[src/rtl/pat_pkg.sv]
package pat_pkg;
  typedef enum logic [2:0] {
    REG_NEXT   = 3'd0,
    REG_MASK   = 3'd1,
    REG_DIR    = 3'd2,
    REG_TSEL   = 3'd3,
    REG_PERIOD = 3'd4,
    REG_CTRL   = 3'd5,
    REG_FLAG   = 3'd6
  } reg_addr_e;

  localparam int unsigned CTRL_IE_BIT  = 0;
  localparam int unsigned CTRL_RUN_BIT = 1;
endpackage

[src/rtl/pat_timer.sv]
module pat_timer #(
  parameter int unsigned CNT_W = 16
) (
  input  logic             clk_i,
  input  logic             rst_ni,
  input  logic             run_i,
  input  logic [CNT_W-1:0] period_i,
  output logic             match_o
);
  logic [CNT_W-1:0] cnt_q;

  assign match_o = run_i && (cnt_q == period_i);

  always_ff @(posedge clk_i or negedge rst_ni) begin
    if (!rst_ni)      cnt_q <= '0;
    else if (run_i) begin
      if (match_o)    cnt_q <= '0;
      else            cnt_q <= cnt_q + CNT_W'(1);
    end
  end

  assert_clear_on_match_R2: assert property (@(posedge clk_i) disable iff (!rst_ni)
    match_o |=> (cnt_q == '0));
  assert_count_step_R2: assert property (@(posedge clk_i) disable iff (!rst_ni)
    (run_i && !match_o) |=> (cnt_q == $past(cnt_q) + CNT_W'(1)));
  assert_hold_stopped_R2: assert property (@(posedge clk_i) disable iff (!rst_ni)
    !run_i |=> $stable(cnt_q));
endmodule

[src/rtl/pat_regfile.sv]
module pat_regfile
  import pat_pkg::*;
#(
  parameter int unsigned DATA_W     = 8,
  parameter int unsigned CNT_W      = 16,
  parameter int unsigned BUS_W      = 16,
  parameter int unsigned TSEL_W     = 4,
  parameter logic [CNT_W-1:0] PERIOD_RST = '1
) (
  input  logic              clk_i,
  input  logic              rst_ni,
  input  logic              wr_en_i,
  input  logic [2:0]        wr_addr_i,
  input  logic [BUS_W-1:0]  wr_data_i,
  input  logic              match_i,
  output logic [DATA_W-1:0] next_o,
  output logic [DATA_W-1:0] mask_o,
  output logic [DATA_W-1:0] dir_o,
  output logic [TSEL_W-1:0] tsel_o,
  output logic [CNT_W-1:0]  period_o,
  output logic              run_o,
  output logic              irq_en_o,
  output logic              flag_o
);
  logic wr_next, wr_mask, wr_dir, wr_tsel, wr_period, wr_ctrl, flag_clr;

  assign wr_next   = wr_en_i && (wr_addr_i == REG_NEXT);
  assign wr_mask   = wr_en_i && (wr_addr_i == REG_MASK);
  assign wr_dir    = wr_en_i && (wr_addr_i == REG_DIR);
  assign wr_tsel   = wr_en_i && (wr_addr_i == REG_TSEL);
  assign wr_period = wr_en_i && (wr_addr_i == REG_PERIOD);
  assign wr_ctrl   = wr_en_i && (wr_addr_i == REG_CTRL);
  assign flag_clr  = wr_en_i && (wr_addr_i == REG_FLAG) && !wr_data_i[0];

  always_ff @(posedge clk_i or negedge rst_ni) begin
    if (!rst_ni) begin
      next_o   <= '0;
      mask_o   <= '0;
      dir_o    <= '0;
      tsel_o   <= '0;
      period_o <= PERIOD_RST;
      run_o    <= 1'b0;
      irq_en_o <= 1'b0;
    end else begin
      if (wr_next)   next_o   <= wr_data_i[DATA_W-1:0];
      if (wr_mask)   mask_o   <= wr_data_i[DATA_W-1:0];
      if (wr_dir)    dir_o    <= wr_data_i[DATA_W-1:0];
      if (wr_tsel)   tsel_o   <= wr_data_i[TSEL_W-1:0];
      if (wr_period) period_o <= wr_data_i[CNT_W-1:0];
      if (wr_ctrl) begin
        irq_en_o <= wr_data_i[CTRL_IE_BIT];
        run_o    <= wr_data_i[CTRL_RUN_BIT];
      end
    end
  end

  // set has priority over software clear
  always_ff @(posedge clk_i or negedge rst_ni) begin
    if (!rst_ni)       flag_o <= 1'b0;
    else if (match_i)  flag_o <= 1'b1;
    else if (flag_clr) flag_o <= 1'b0;
  end

  assert_set_wins_R4: assert property (@(posedge clk_i) disable iff (!rst_ni)
    match_i |=> flag_o);
  assert_clear_R4: assert property (@(posedge clk_i) disable iff (!rst_ni)
    (flag_clr && !match_i) |=> !flag_o);
  assert_flag_sticky_R3: assert property (@(posedge clk_i) disable iff (!rst_ni)
    (flag_o && !flag_clr) |=> flag_o);
endmodule

[src/rtl/pat_out_stage.sv]
module pat_out_stage #(
  parameter int unsigned DATA_W = 8,
  parameter int unsigned GRP_W  = 4,
  parameter int unsigned SEL_W  = 2,
  localparam int unsigned NGRP  = DATA_W / GRP_W,
  localparam int unsigned NCHAN = 1 << SEL_W
) (
  input  logic                   clk_i,
  input  logic                   rst_ni,
  input  logic [NCHAN-1:0]       chan_trig_i,
  input  logic [NGRP*SEL_W-1:0]  tsel_i,
  input  logic [DATA_W-1:0]      next_i,
  input  logic [DATA_W-1:0]      mask_i,
  output logic [DATA_W-1:0]      out_o
);
  logic [NGRP-1:0]   grp_trig;
  logic [DATA_W-1:0] upd;
  logic [DATA_W-1:0] out_d;

  for (genvar g = 0; g < NGRP; g++) begin : g_grp
    assign grp_trig[g] = chan_trig_i[tsel_i[g*SEL_W +: SEL_W]];
    assign upd[g*GRP_W +: GRP_W] = mask_i[g*GRP_W +: GRP_W] & {GRP_W{grp_trig[g]}};

    assert_idle_group_hold_R6: assert property (@(posedge clk_i) disable iff (!rst_ni)
      !grp_trig[g] |=> $stable(out_o[g*GRP_W +: GRP_W]));
  end

  assign out_d = (out_o & ~upd) | (next_i & upd);

  always_ff @(posedge clk_i or negedge rst_ni) begin
    if (!rst_ni) out_o <= '0;
    else         out_o <= out_d;
  end

  assert_masked_hold_R5: assert property (@(posedge clk_i) disable iff (!rst_ni)
    1'b1 |=> ((out_o & ~$past(mask_i)) == ($past(out_o) & ~$past(mask_i))));
  assert_no_trig_no_change_R5: assert property (@(posedge clk_i) disable iff (!rst_ni)
    (chan_trig_i == '0) |=> $stable(out_o));
endmodule

[src/rtl/pattern_out_ctrl.sv]
module pattern_out_ctrl
  import pat_pkg::*;
#(
  parameter int unsigned DATA_W = 8,
  parameter int unsigned GRP_W  = 4,
  parameter int unsigned SEL_W  = 2,
  parameter int unsigned CNT_W  = 16,
  parameter int unsigned BUS_W  = 16
) (
  input  logic              clk_i,
  input  logic              rst_ni,
  input  logic              wr_en_i,
  input  logic [2:0]        wr_addr_i,
  input  logic [BUS_W-1:0]  wr_data_i,
  output logic [DATA_W-1:0] port_o,
  output logic [DATA_W-1:0] port_rd_o,
  output logic              trig_o,
  output logic              irq_flag_o,
  output logic              irq_o
);
  localparam int unsigned NGRP   = DATA_W / GRP_W;
  localparam int unsigned NCHAN  = 1 << SEL_W;
  localparam int unsigned TSEL_W = NGRP * SEL_W;

  logic [DATA_W-1:0] next_q, mask_q, dir_q, out_q;
  logic [TSEL_W-1:0] tsel_q;
  logic [CNT_W-1:0]  period_q;
  logic              run_q, irq_en_q, match;
  logic [NCHAN-1:0]  chan_trig;

  pat_timer #(.CNT_W(CNT_W)) i_timer (
    .clk_i    (clk_i),
    .rst_ni   (rst_ni),
    .run_i    (run_q),
    .period_i (period_q),
    .match_o  (match)
  );

  pat_regfile #(
    .DATA_W (DATA_W),
    .CNT_W  (CNT_W),
    .BUS_W  (BUS_W),
    .TSEL_W (TSEL_W)
  ) i_regs (
    .clk_i     (clk_i),
    .rst_ni    (rst_ni),
    .wr_en_i   (wr_en_i),
    .wr_addr_i (wr_addr_i),
    .wr_data_i (wr_data_i),
    .match_i   (match),
    .next_o    (next_q),
    .mask_o    (mask_q),
    .dir_o     (dir_q),
    .tsel_o    (tsel_q),
    .period_o  (period_q),
    .run_o     (run_q),
    .irq_en_o  (irq_en_q),
    .flag_o    (irq_flag_o)
  );

  // channel 0 is the local timer; other channels are absent
  assign chan_trig = {{(NCHAN-1){1'b0}}, match};

  pat_out_stage #(
    .DATA_W (DATA_W),
    .GRP_W  (GRP_W),
    .SEL_W  (SEL_W)
  ) i_out (
    .clk_i       (clk_i),
    .rst_ni      (rst_ni),
    .chan_trig_i (chan_trig),
    .tsel_i      (tsel_q),
    .next_i      (next_q),
    .mask_i      (mask_q),
    .out_o       (out_q)
  );

  assign port_o    = out_q & dir_q;
  assign port_rd_o = out_q;
  assign trig_o    = match;
  assign irq_o     = irq_flag_o & irq_en_q;

  assert_irq_on_match_R3: assert property (@(posedge clk_i) disable iff (!rst_ni)
    (match && irq_en_q && !(wr_en_i && wr_addr_i == REG_CTRL)) |=> irq_o);
  assert_trig_single_R2: assert property (@(posedge clk_i) disable iff (!rst_ni)
    (match && period_q != '0) |=> !trig_o);
endmodule

[config.mk]
export PLATFORM = sky130hd
export DESIGN_NAME = pattern_out_ctrl
export DESIGN_NICKNAME = d
export VERILOG_FILES = /design/src/rtl/pat_pkg.sv /design/src/rtl/pat_timer.sv /design/src/rtl/pat_regfile.sv /design/src/rtl/pat_out_stage.sv /design/src/rtl/pattern_out_ctrl.sv
export SDC_FILE = /design/constraint.sdc
export NUM_CORES = 1
export LEC_CHECK = 0
export ABC_CLOCK_PERIOD_IN_PS = 2600
export BUFFER_PORTS_ARGS = -buffer_cell sky130_fd_sc_hd__buf_2
export CORE_MARGIN = 1.5
export CORE_UTILIZATION = 42
export CTS_CLUSTER_SIZE = 30
export DETAILED_ROUTE_END_ITERATION = 7
export PLACE_DENSITY = 0.72
export SYNTH_ARGS = -nofsm -noshare
export SYNTH_HDL_FRONTEND = slang
export SYNTH_HIERARCHICAL = 1
export SYNTH_SLANG_ARGS = --single-unit
[constraint.sdc]
create_clock -name clk_i -period 2.6 [get_ports clk_i]
set_input_delay 0.52 -clock clk_i [delete_from_list [all_inputs] [get_ports clk_i]]
set_output_delay 0.52 -clock clk_i [all_outputs]
set_load 0.01 [all_outputs]
==> impl_metrics.tcl, run 1 <==
set metrics [dict create \
    outcome "finished clean" \
    crit_arrival_ps 1990 \
    cellPowerDensity_nw_per_um2 849 \
    worstHoldPathType "input pin to async pin" \
    power.switching_mw 0.983 \
    crit_chain "xnor2_1 -> nand4_1 -> nor3_1 -> and4_2 -> buf_2" \
    io_pins 41 \
    synth_ff_type "dfrtp_1" \
    clock_power_share_pct 26.7 \
    synth_most_common_cell "dfrtp_1" \
    overflow 0 \
    maxSlewViolCount 0 \
    synth_commonest_cells "dfrtp_1 (55), mux2_2 (36), xnor2_1 (19), dfstp_2 (16), nand2_1 (13)" \
    fin_nets 326 \
    fin_util_pct 50.2 \
    fillers 683 \
    yosys_warnings 6 \
    drive_gt1_share_pct 42.2 \
    grtUsageTotal_pct 16.7 \
    coreArea_sq_um 7730 \
    power.share.sequential_pct 49.9 \
    dp_hpwl_microns 4560 \
    max_stage_delay_ps 430 \
    avgSynthCellArea_sq_um 13.3 \
    grt_max_degree 53 \
    start_util_pct 43.5 \
    antennaDiodeCount 0 \
    clk_pin_slew_ps 80 \
    critPathKind "register to primary output" \
    via_per_inst 5.18 \
    pre_cts_slack_ps 266 \
    grt_antenna_before_repair 0 \
    drv_cap 0 \
    cts_tree "built" \
    rr_worst_depth 7 \
    timing_hold_violations_final 0 \
    routed-via-count 2124 \
    postPlaceCellArea_sq_um 3680 \
    min_period_ps 2510 \
    fin_crit_sh_pct 96.7 \
    post-route-cell-area_sq_um 3880 \
    synth-async-reset-ratio_pct 100 \
    routabilityCongestion 0.843 \
    detail-route-antenna-nets 0 \
    die_area_sq_um 8550 \
    cts_root_buf "clkbuf_8" \
    synth_cell_type_count 42 \
    fmax_mhz 398 \
    die_h_microns 92.5 \
    multi_input_area_sq_um 1510 \
    cts_hold_buf 0 \
    cp_num_buf_inv 1 \
    synth_enable_flop_cells 0 \
    tightest_slew_ps 653 \
    post-cts-setup-buffer-count 0 \
    synth_area_leaders "dfrtp_1 (41%), dfstp_2 (13%), mux2_2 (12%)" \
    ir_worst_vdd_uv 629 \
    clock-sinks 71 \
    ys_seq_elements 71 \
    syn_to_final_growth_pct 15.4 \
    setup_violations 0 \
    yosys.area.top_type "dfrtp_1" \
    p_comb_share_pct 23.5 \
    avgRoutedWirePerCell_microns 15.6 \
    slew_headroom_pct 56.3 \
    syn_area_sq_um 3360 \
    firstDrtPassIters 4 \
    cp_top_family "simple AND/OR/NAND/NOR gates" \
    cp.depth 5 \
    sw_frac_of_total_pct 29.8 \
    worst_slack_ps 85.4 \
    regArea_sq_um 1800 \
    grt_pass1_wl_microns 10900 \
    cellInternalPower_mw 2.31 \
    grt_pass1_vias 2161 \
    cp.required_ps 2080 \
    die_w_microns 92.5 \
    synthCells 253 \
    clk_latency_ps 350 \
    startpoint "i_timer/cnt_q[1]" \
    cts_resized 0 \
    port_buffers 40 \
    route.detailed.drc 0 \
    yosysSeqAreaShare_pct 53.5 \
    crit_path_max_fanout 5 \
    r2r-start "i_timer/cnt_q[1]" \
    rows 32 \
    endpoint_kind "primary output" \
    synth.top_cell.area_share_pct 41.0 \
    drt_iter0_markers 58 \
    cp-start-kind "register" \
    htreeDepth 3 \
    critPathSlowestCell "dfrtp_1" \
    fin_worst_skew_ps 7.96 \
    cts_buffers 9 \
    wirelength_microns 6390 \
    leakage_nw 1.66 \
    cts_buffer_depth 2 \
]
[layer usage]
layer	GRT usage (%)	share of wire [%]	vias up
li1	-	-	1007
met1	22.2	45	1068
met2	26.2	50	43
met3	3.04	3.6	6
met4	7.95	1.4	0
met5	0	0	-
[worst register-to-register path, cell delays in order (launching register included)]
cell     delay (ps)
dfrtp_1         430
xnor2_1         280
nand4_1         160
nor3_1          270
and4_2          340
mux4_2          310
nand2_1          70
mux2_1          310
[through the flow]
step           total power [mW]  cells  hold slack (ps)  setup TNS (ps)
6_report                   3.29    410              123               0
5_1_grt                    3.50    410              158           -31.7
4_1_cts                    3.33    410              127               0
3_5_place_dp               2.44    394              470               0
3_3_place_gp               2.40    394              460               0
2_1_floorplan              2.15    258              224               0
[power groups by stage]
| stage | Sequential [mW] | Combinational, mW | Clock, mW |
|---|---|---|---|
| after floorplan | 1.62 | 0.530 | 0 |
| after global placement | 1.65 | 0.754 | 0 |
| after detailed placement | 1.66 | 0.780 | 0 |
| after CTS | 1.64 | 0.786 | 0.903 |
| after global routing | 1.69 | 0.857 | 0.950 |
| final | 1.64 | 0.773 | 0.878 |
[cell families after synthesis]
group,after synthesis,share of synthesized area [%]
AOI/OAI and AO/OA,21,3.80
xor gates and xnor gates,27,7.04
adders and majority gates,1,0.372
buffers and inverters,12,2.31
DFF,71,53.5
muxes,57,20.8
other,1,0.112
and+or+nand+nor,63,12.1
[final timing paths]
| kind | endpoint | slack, ps |
|---|---|---|
| setup / recovery | trig_o | 90 |
| hold reg to reg | register | 490 |
| hold / removal | i_timer/cnt_q[12] | 120 |
| min in group clk_i | i_regs/period_o[9] | 400 |
| max in group asynchronous | i_regs/period_o[1] | 1790 |
| setup reg to reg | register | 300 |
[placed cells by master, fill, tap and decap left out, types with 2 or more instances in the layout]
cell        count
a21oi_1        11
a22oi_1         2
a31oi_1         3
and2_1          9
and4_1          2
and4bb_2        2
buf_2          40
buf_4           2
clkbuf_8       10
clkinvlp_4      2
conb_1          6
dfrtp_1        55
dfstp_2        16
inv_1           3
mux2_1          8
mux2_2         36
mux2_4         10
mux4_2          2
nand2_1        13
nand3_1         6
nand4_1         4
nand4b_1        2
nor2_1          6
nor3_1          3
nor4_1          5
o21ai_0         2
or3_1           3
xnor2_1        19
xor2_1          8
[final cells by class]
type / instances / share of cell area (%)
Sequential cell: 71 / 46.3
Multi-Input combinational cell: 175 / 38.9
Timing Repair Buffer: 43 / 6.07
Clock buffer: 11 / 3.65
Tap cell: 102 / 3.29
Clock inverter: 5 / 1.52
Inverter: 3 / 0.290
No activity file was read; power rests on OpenSTA's default activity.
==> run 2, diff against run 1 <==
ABC_AREA = 1   (was unset)
PLACE_DENSITY = 0.71   (was 0.72)
==> impl_metrics.tcl, run 2 <==
set metrics [dict create \
    outcome "finished clean" \
    timing_hold_violations_final 0 \
    post-cts-setup-buffer-count 0 \
    fmax_mhz 416 \
    max_stage_delay_ps 560 \
    cp-start-kind "register" \
    die_h_microns 101 \
    top_layer "met4" \
    cts_tree "built" \
    synth.top_cell.area_share_pct 34.2 \
    die_w_microns 101 \
    start_util_pct 43.5 \
    clk_latency_ps 340 \
    grt_pass1_vias 3339 \
    synth_most_common_cell "nand2_1" \
    rows 35 \
    cp_common_cell "nand2_1" \
    clk_pin_slew_ps 80 \
    wirelength_microns 9210 \
    drt_iter0_markers 145 \
    port_buffers 40 \
    fin_crit_sh_pct 92.5 \
    setup_violations 0 \
    syn_to_final_growth_pct 14.0 \
    io_pins 41 \
    antennaDiodeCount 0 \
    synth-async-reset-ratio_pct 100 \
    wl_met3_microns 339 \
    cts_buffer_depth 2 \
    synth_enable_flop_cells 0 \
    die_area_sq_um 10200 \
    critPathSlowestCell "dfstp_2" \
    cp_top_family "simple AND/OR/NAND/NOR gates" \
    crit_chain "inv_1 -> nand2_1 -> nand2_1 -> nor2_1 -> nand2_1 -> nor2_1 -> nand3_1 -> inv_1 -> buf_2" \
    fin_nets 604 \
    layout_commonest_cell "nand2_1" \
    syn_area_sq_um 4020 \
    layout_common_cells "nand2_1 (213), inv_1 (68), dfrtp_1 (55)" \
    r2r_setup_slack_ps 640 \
    cp_num_buf_inv 3 \
    synth_cell_type_count 29 \
    wl_met1_microns 4330 \
    htreeDepth 3 \
    coreArea_sq_um 9240 \
    dp_hpwl_microns 6680 \
    rr_worst_depth 13 \
    cellPowerDensity_nw_per_um2 801 \
    worstHoldPathType "input pin to async pin" \
    dp_cells 699 \
    overflow 0 \
    routabilityCongestion 0.913 \
    endpoint_kind "primary output" \
    stdcell_count 715 \
    leakage_nw 2.54 \
    yosysSeqAreaShare_pct 44.7 \
    detail-route-antenna-nets 0 \
    crit_arrival_ps 1890 \
    fillers 901 \
    clock-sinks 71 \
    grtUsageTotal_pct 20.4 \
    cts_buffers 9 \
    tns_ps 0 \
    maxSlewViolCount 0 \
    cts_resized 0 \
    worst_slack_ps 195 \
    cts_hold_buf 0 \
    critPathKind "register to primary output" \
    avgRoutedWirePerCell_microns 12.9 \
    fin_worst_skew_ps 8.00 \
    cts_root_buf "clkbuf_8" \
    r2r-start "i_regs/period_o[13]" \
    drv_cap 0 \
    cp.required_ps 2080 \
    firstDrtPassIters 4 \
    slew_headroom_pct 55.5 \
    crit_path_max_fanout 4 \
    tightest_slew_ps 668 \
    pre_cts_slack_ps 566 \
    synth_commonest_cells "nand2_1 (213), inv_1 (68), dfrtp_1 (55), nor2_1 (38), o21ai_2 (31)" \
    rsz0062_at_grt "false" \
    ys_seq_elements 71 \
    synth_area_leaders "dfrtp_1 (34%), nand2_1 (20%), dfstp_2 (10%)" \
    drive_gt1_share_pct 23.7 \
    synthCells 534 \
    wl_met2_microns 4390 \
    grt_pass1_wl_microns 16200 \
    ir_worst_vdd_uv 401 \
    avgSynthCellArea_sq_um 7.53 \
    via_per_inst 4.77 \
    routed-via-count 3408 \
    yosys.area.top_type "dfrtp_1" \
    min_period_ps 2410 \
    yosys_warnings 6 \
    grt_antenna_before_repair 0 \
    grt_max_degree 46 \
    synth_ff_type "dfrtp_1" \
    route.detailed.drc 0 \
]
## run 2: final cells by class
cell class / instances / area (sq um) / area share [%]
clock buffer: 10 / 128 / 2.79
clock inverter: 6 / 134 / 2.92
sequential: 71 / 1800 / 39.2
timing repair buffer: 42 / 228 / 4.97
inverter: 81 / 307 / 6.69
multi-input combinational: 376 / 1830 / 39.9
tap: 129 / 161 / 3.52
## run 2: stage by stage
step                power (mW)  hold slack (ps)  area [sq um]  utilization (%)
floorplan                 2.24              224          4040                -
global placement          2.49              462          4320             46.8
detailed placement        2.52              465          4320             46.8
CTS                       3.71              211          4580             49.6
global route              3.94              238          4580             49.6
finish                    3.67              194          4580             49.6
## run 2: per-layer routing
layer / GRT usage [%] / vias up
li1: - / 1737
met1: 27.2 / 1595
met2: 34.0 / 63
met3: 4.16 / 13
met4: 4.98 / 0
met5: 0 / -
## run 2: logic make-up after synthesis
kind of cell	Yosys count	synth area share (%)
AND/OR/NAND/NOR	328	36.1
buffers and inverters	92	10.3
flip-flops	71	44.7
AO/OA/AOI/OAI	36	7.41
XOR/XNOR	5	1.09
adder cells (fa/ha/maj)	1	0.311
other	1	0.0933
## run 2: worst register-to-register path, stage by stage, from the launching register on
cell     delay [ps]
dfstp_2         560
inv_1            40
nand2_1         110
nand2_1          70
nor2_1          120
nand2_1          60
nor2_1           90
nand3_1         150
inv_1           190
nand2_2          90
nand3_2         150
nand3_1         110
nand2_1          70
nand2_1          50
## run 2: worst max path at each step
stage                                   start  endpoint  slack, ps  cells past startpoint
after global placement     i_regs/period_o[6]    trig_o        580                      9
after floorplan           i_regs/period_o[15]    trig_o        900                      8
after detailed placement   i_regs/period_o[6]    trig_o        570                      9
after global routing      i_regs/period_o[15]    trig_o         20                      9
after CTS                 i_regs/period_o[13]    trig_o        180                      9
final                     i_regs/period_o[13]    trig_o        190                      9
## run 2: power breakdown
part | leakage [nW] | internal, mW | switching, mW | total [mW]
combinational | 1.53 | 0.354 | 0.574 | 0.929
clock | 0.130 | 0.735 | 0.432 | 1.17
sequential | 0.877 | 1.36 | 0.209 | 1.57
==> run 3, diff against run 2 <==
ABC_AREA = 0   (was 1)
PLACE_DENSITY = 0.72   (was 0.71)
SETUP_SLACK_MARGIN = 0.3   (was unset)
SKIP_LAST_GASP = 1   (was unset)
==> impl_metrics.tcl, run 3 (synthesized netlist as in run 1, its figures left out) <==
set metrics [dict create \
    outcome "finished clean" \
    wirelength_microns 6420 \
    clk_latency_ps 340 \
    clock-sinks 71 \
    routed-via-count 2162 \
    leakage_nw 1.67 \
    drive_gt1_share_pct 44.0 \
    max_stage_delay_ps 560 \
    overflow 0 \
    fin_worst_skew_ps 11.8 \
    stdcell_count 411 \
    cts_buffers 9 \
    dp_hpwl_microns 4450 \
    layout_common_cells "dfrtp_1 (53), buf_2 (39), mux2_2 (36)" \
    critPathKind "register to primary output" \
    timing_hold_violations_final 0 \
    worstHoldPathType "input pin to async pin" \
    routabilityCongestion 0.782 \
    grt_pass1_vias 2300 \
    fin_crit_sh_pct 87.0 \
    crit_path_max_fanout 2 \
    cts_buffer_depth 2 \
    htreeDepth 3 \
    cts_root_buf "clkbuf_8" \
    endpoint_kind "primary output" \
    drv_cap 0 \
    crit_arrival_ps 1740 \
    avgRoutedWirePerCell_microns 15.6 \
    port_buffers 40 \
    drt_iter0_markers 81 \
    route.detailed.drc 0 \
    die_h_microns 92.5 \
    min_period_ps 2260 \
    start_util_pct 43.5 \
    r2r-start "i_regs/period_o[15]" \
    detail-route-antenna-nets 0 \
    fin_nets 327 \
    cp-start-kind "register" \
    grtUsageTotal_pct 16.9 \
    ir_worst_vdd_uv 437 \
    via_per_inst 5.26 \
    rr_worst_depth 7 \
    tns_ps 0 \
    cts_tree "built" \
    slew_headroom_pct 56.3 \
    die_w_microns 92.5 \
    cellPowerDensity_nw_per_um2 835 \
    critPathSlowestCell "dfstp_2" \
    grt_pass1_wl_microns 11200 \
    firstDrtPassIters 4 \
    cp.required_ps 2080 \
    die_area_sq_um 8550 \
    rsz0062_at_grt "true" \
    fin_util_pct 50.6 \
    layout_commonest_cell "dfrtp_1" \
    coreArea_sq_um 7730 \
    clk_pin_slew_ps 70 \
    startpoint "i_regs/period_o[9]" \
    rows 32 \
    setup_violations 0 \
    finalPower_mw 3.27 \
    syn_to_final_growth_pct 16.5 \
    dp_cells 394 \
    tightest_slew_ps 652 \
    io_pins 41 \
    r2r_setup_slack_ps 360 \
    crit_chain "xnor2_2 -> nand4_1 -> nor3_2 -> and4_4 -> buf_6" \
    grt_max_degree 72 \
    hold_slack_ps 186 \
    fmax_mhz 442 \
    antennaDiodeCount 0 \
    maxSlewViolCount 0 \
    grt_antenna_before_repair 0 \
]
## run 3: changes by cell type in the layout (fill, tap and decap cells not counted), sizes merged, moves of 4 or more
cell and change:
a21oi +11, and2 +9, inv -74, mux2 +54, nand2 -209, nand3 -28
nand4 -14, nor2 -42, nor4 +5, o21ai -33, or3 +4, xnor2 +19
## run 3: worst max-delay path: cells and delay by family, from the launching register on
family | cells | cell delay (ps)
buffers and inverters | 1 | 110
XOR/XNOR | 1 | 120
flip-flops | 1 | 560
AND/OR/NAND/NOR | 3 | 620
## run 3: layout make-up
class	count	area, sq um
Clock inverter	4	48.8
Multi-Input combinational cell	175	1540
Sequential cell	71	1800
Inverter	3	11.3
Clock buffer	12	135
Timing Repair Buffer	44	249
Fill cell	670	3810
Tap cell	102	128
## run 3: worst max path at each step
stage,to,slack [ps],cells after the start
global route,trig_o,260,5
detailed placement,register,410,7
floorplan,register,330,8
global placement,register,420,7
finish,trig_o,340,5
CTS,trig_o,300,5
## run 3: per-stage QoR
step | worst slack [ps] | instance area, sq um
4_1_cts | 302 | 3880
3_3_place_gp | 420 | 3680
3_5_place_dp | 407 | 3680
2_1_floorplan | 331 | 3380
5_1_grt | 257 | 3910
6_report | 339 | 3910
## run 3: where the power goes
part,total [mW],internal (mW),switching [mW]
Combinational,0.785,0.436,0.349
Clock,0.836,0.443,0.393
Sequential,1.65,1.41,0.234
Total,3.27,2.29,0.976
## run 3: timing repair
| action | 4_1_cts | 5_1_grt |
|---|---|---|
| pin swaps | 4 | 4 |
| buffers inserted | 1 | 0 |
| gates resized for setup | 3 | 7 |
| hold buffers | 0 | 0 |
| endpoints found under the setup margin | 1 | 9 |
## run 3: per-layer routing
layer  part of all wire (%)  vias to the layer above  GRT usage (%)
met1                     47                     1094           22.2
met5                      0                        -              0
met4                   0.79                        0           6.28
li1                       -                     1011              -
met3                    4.5                        5           3.61
met2                     48                       52           27.3
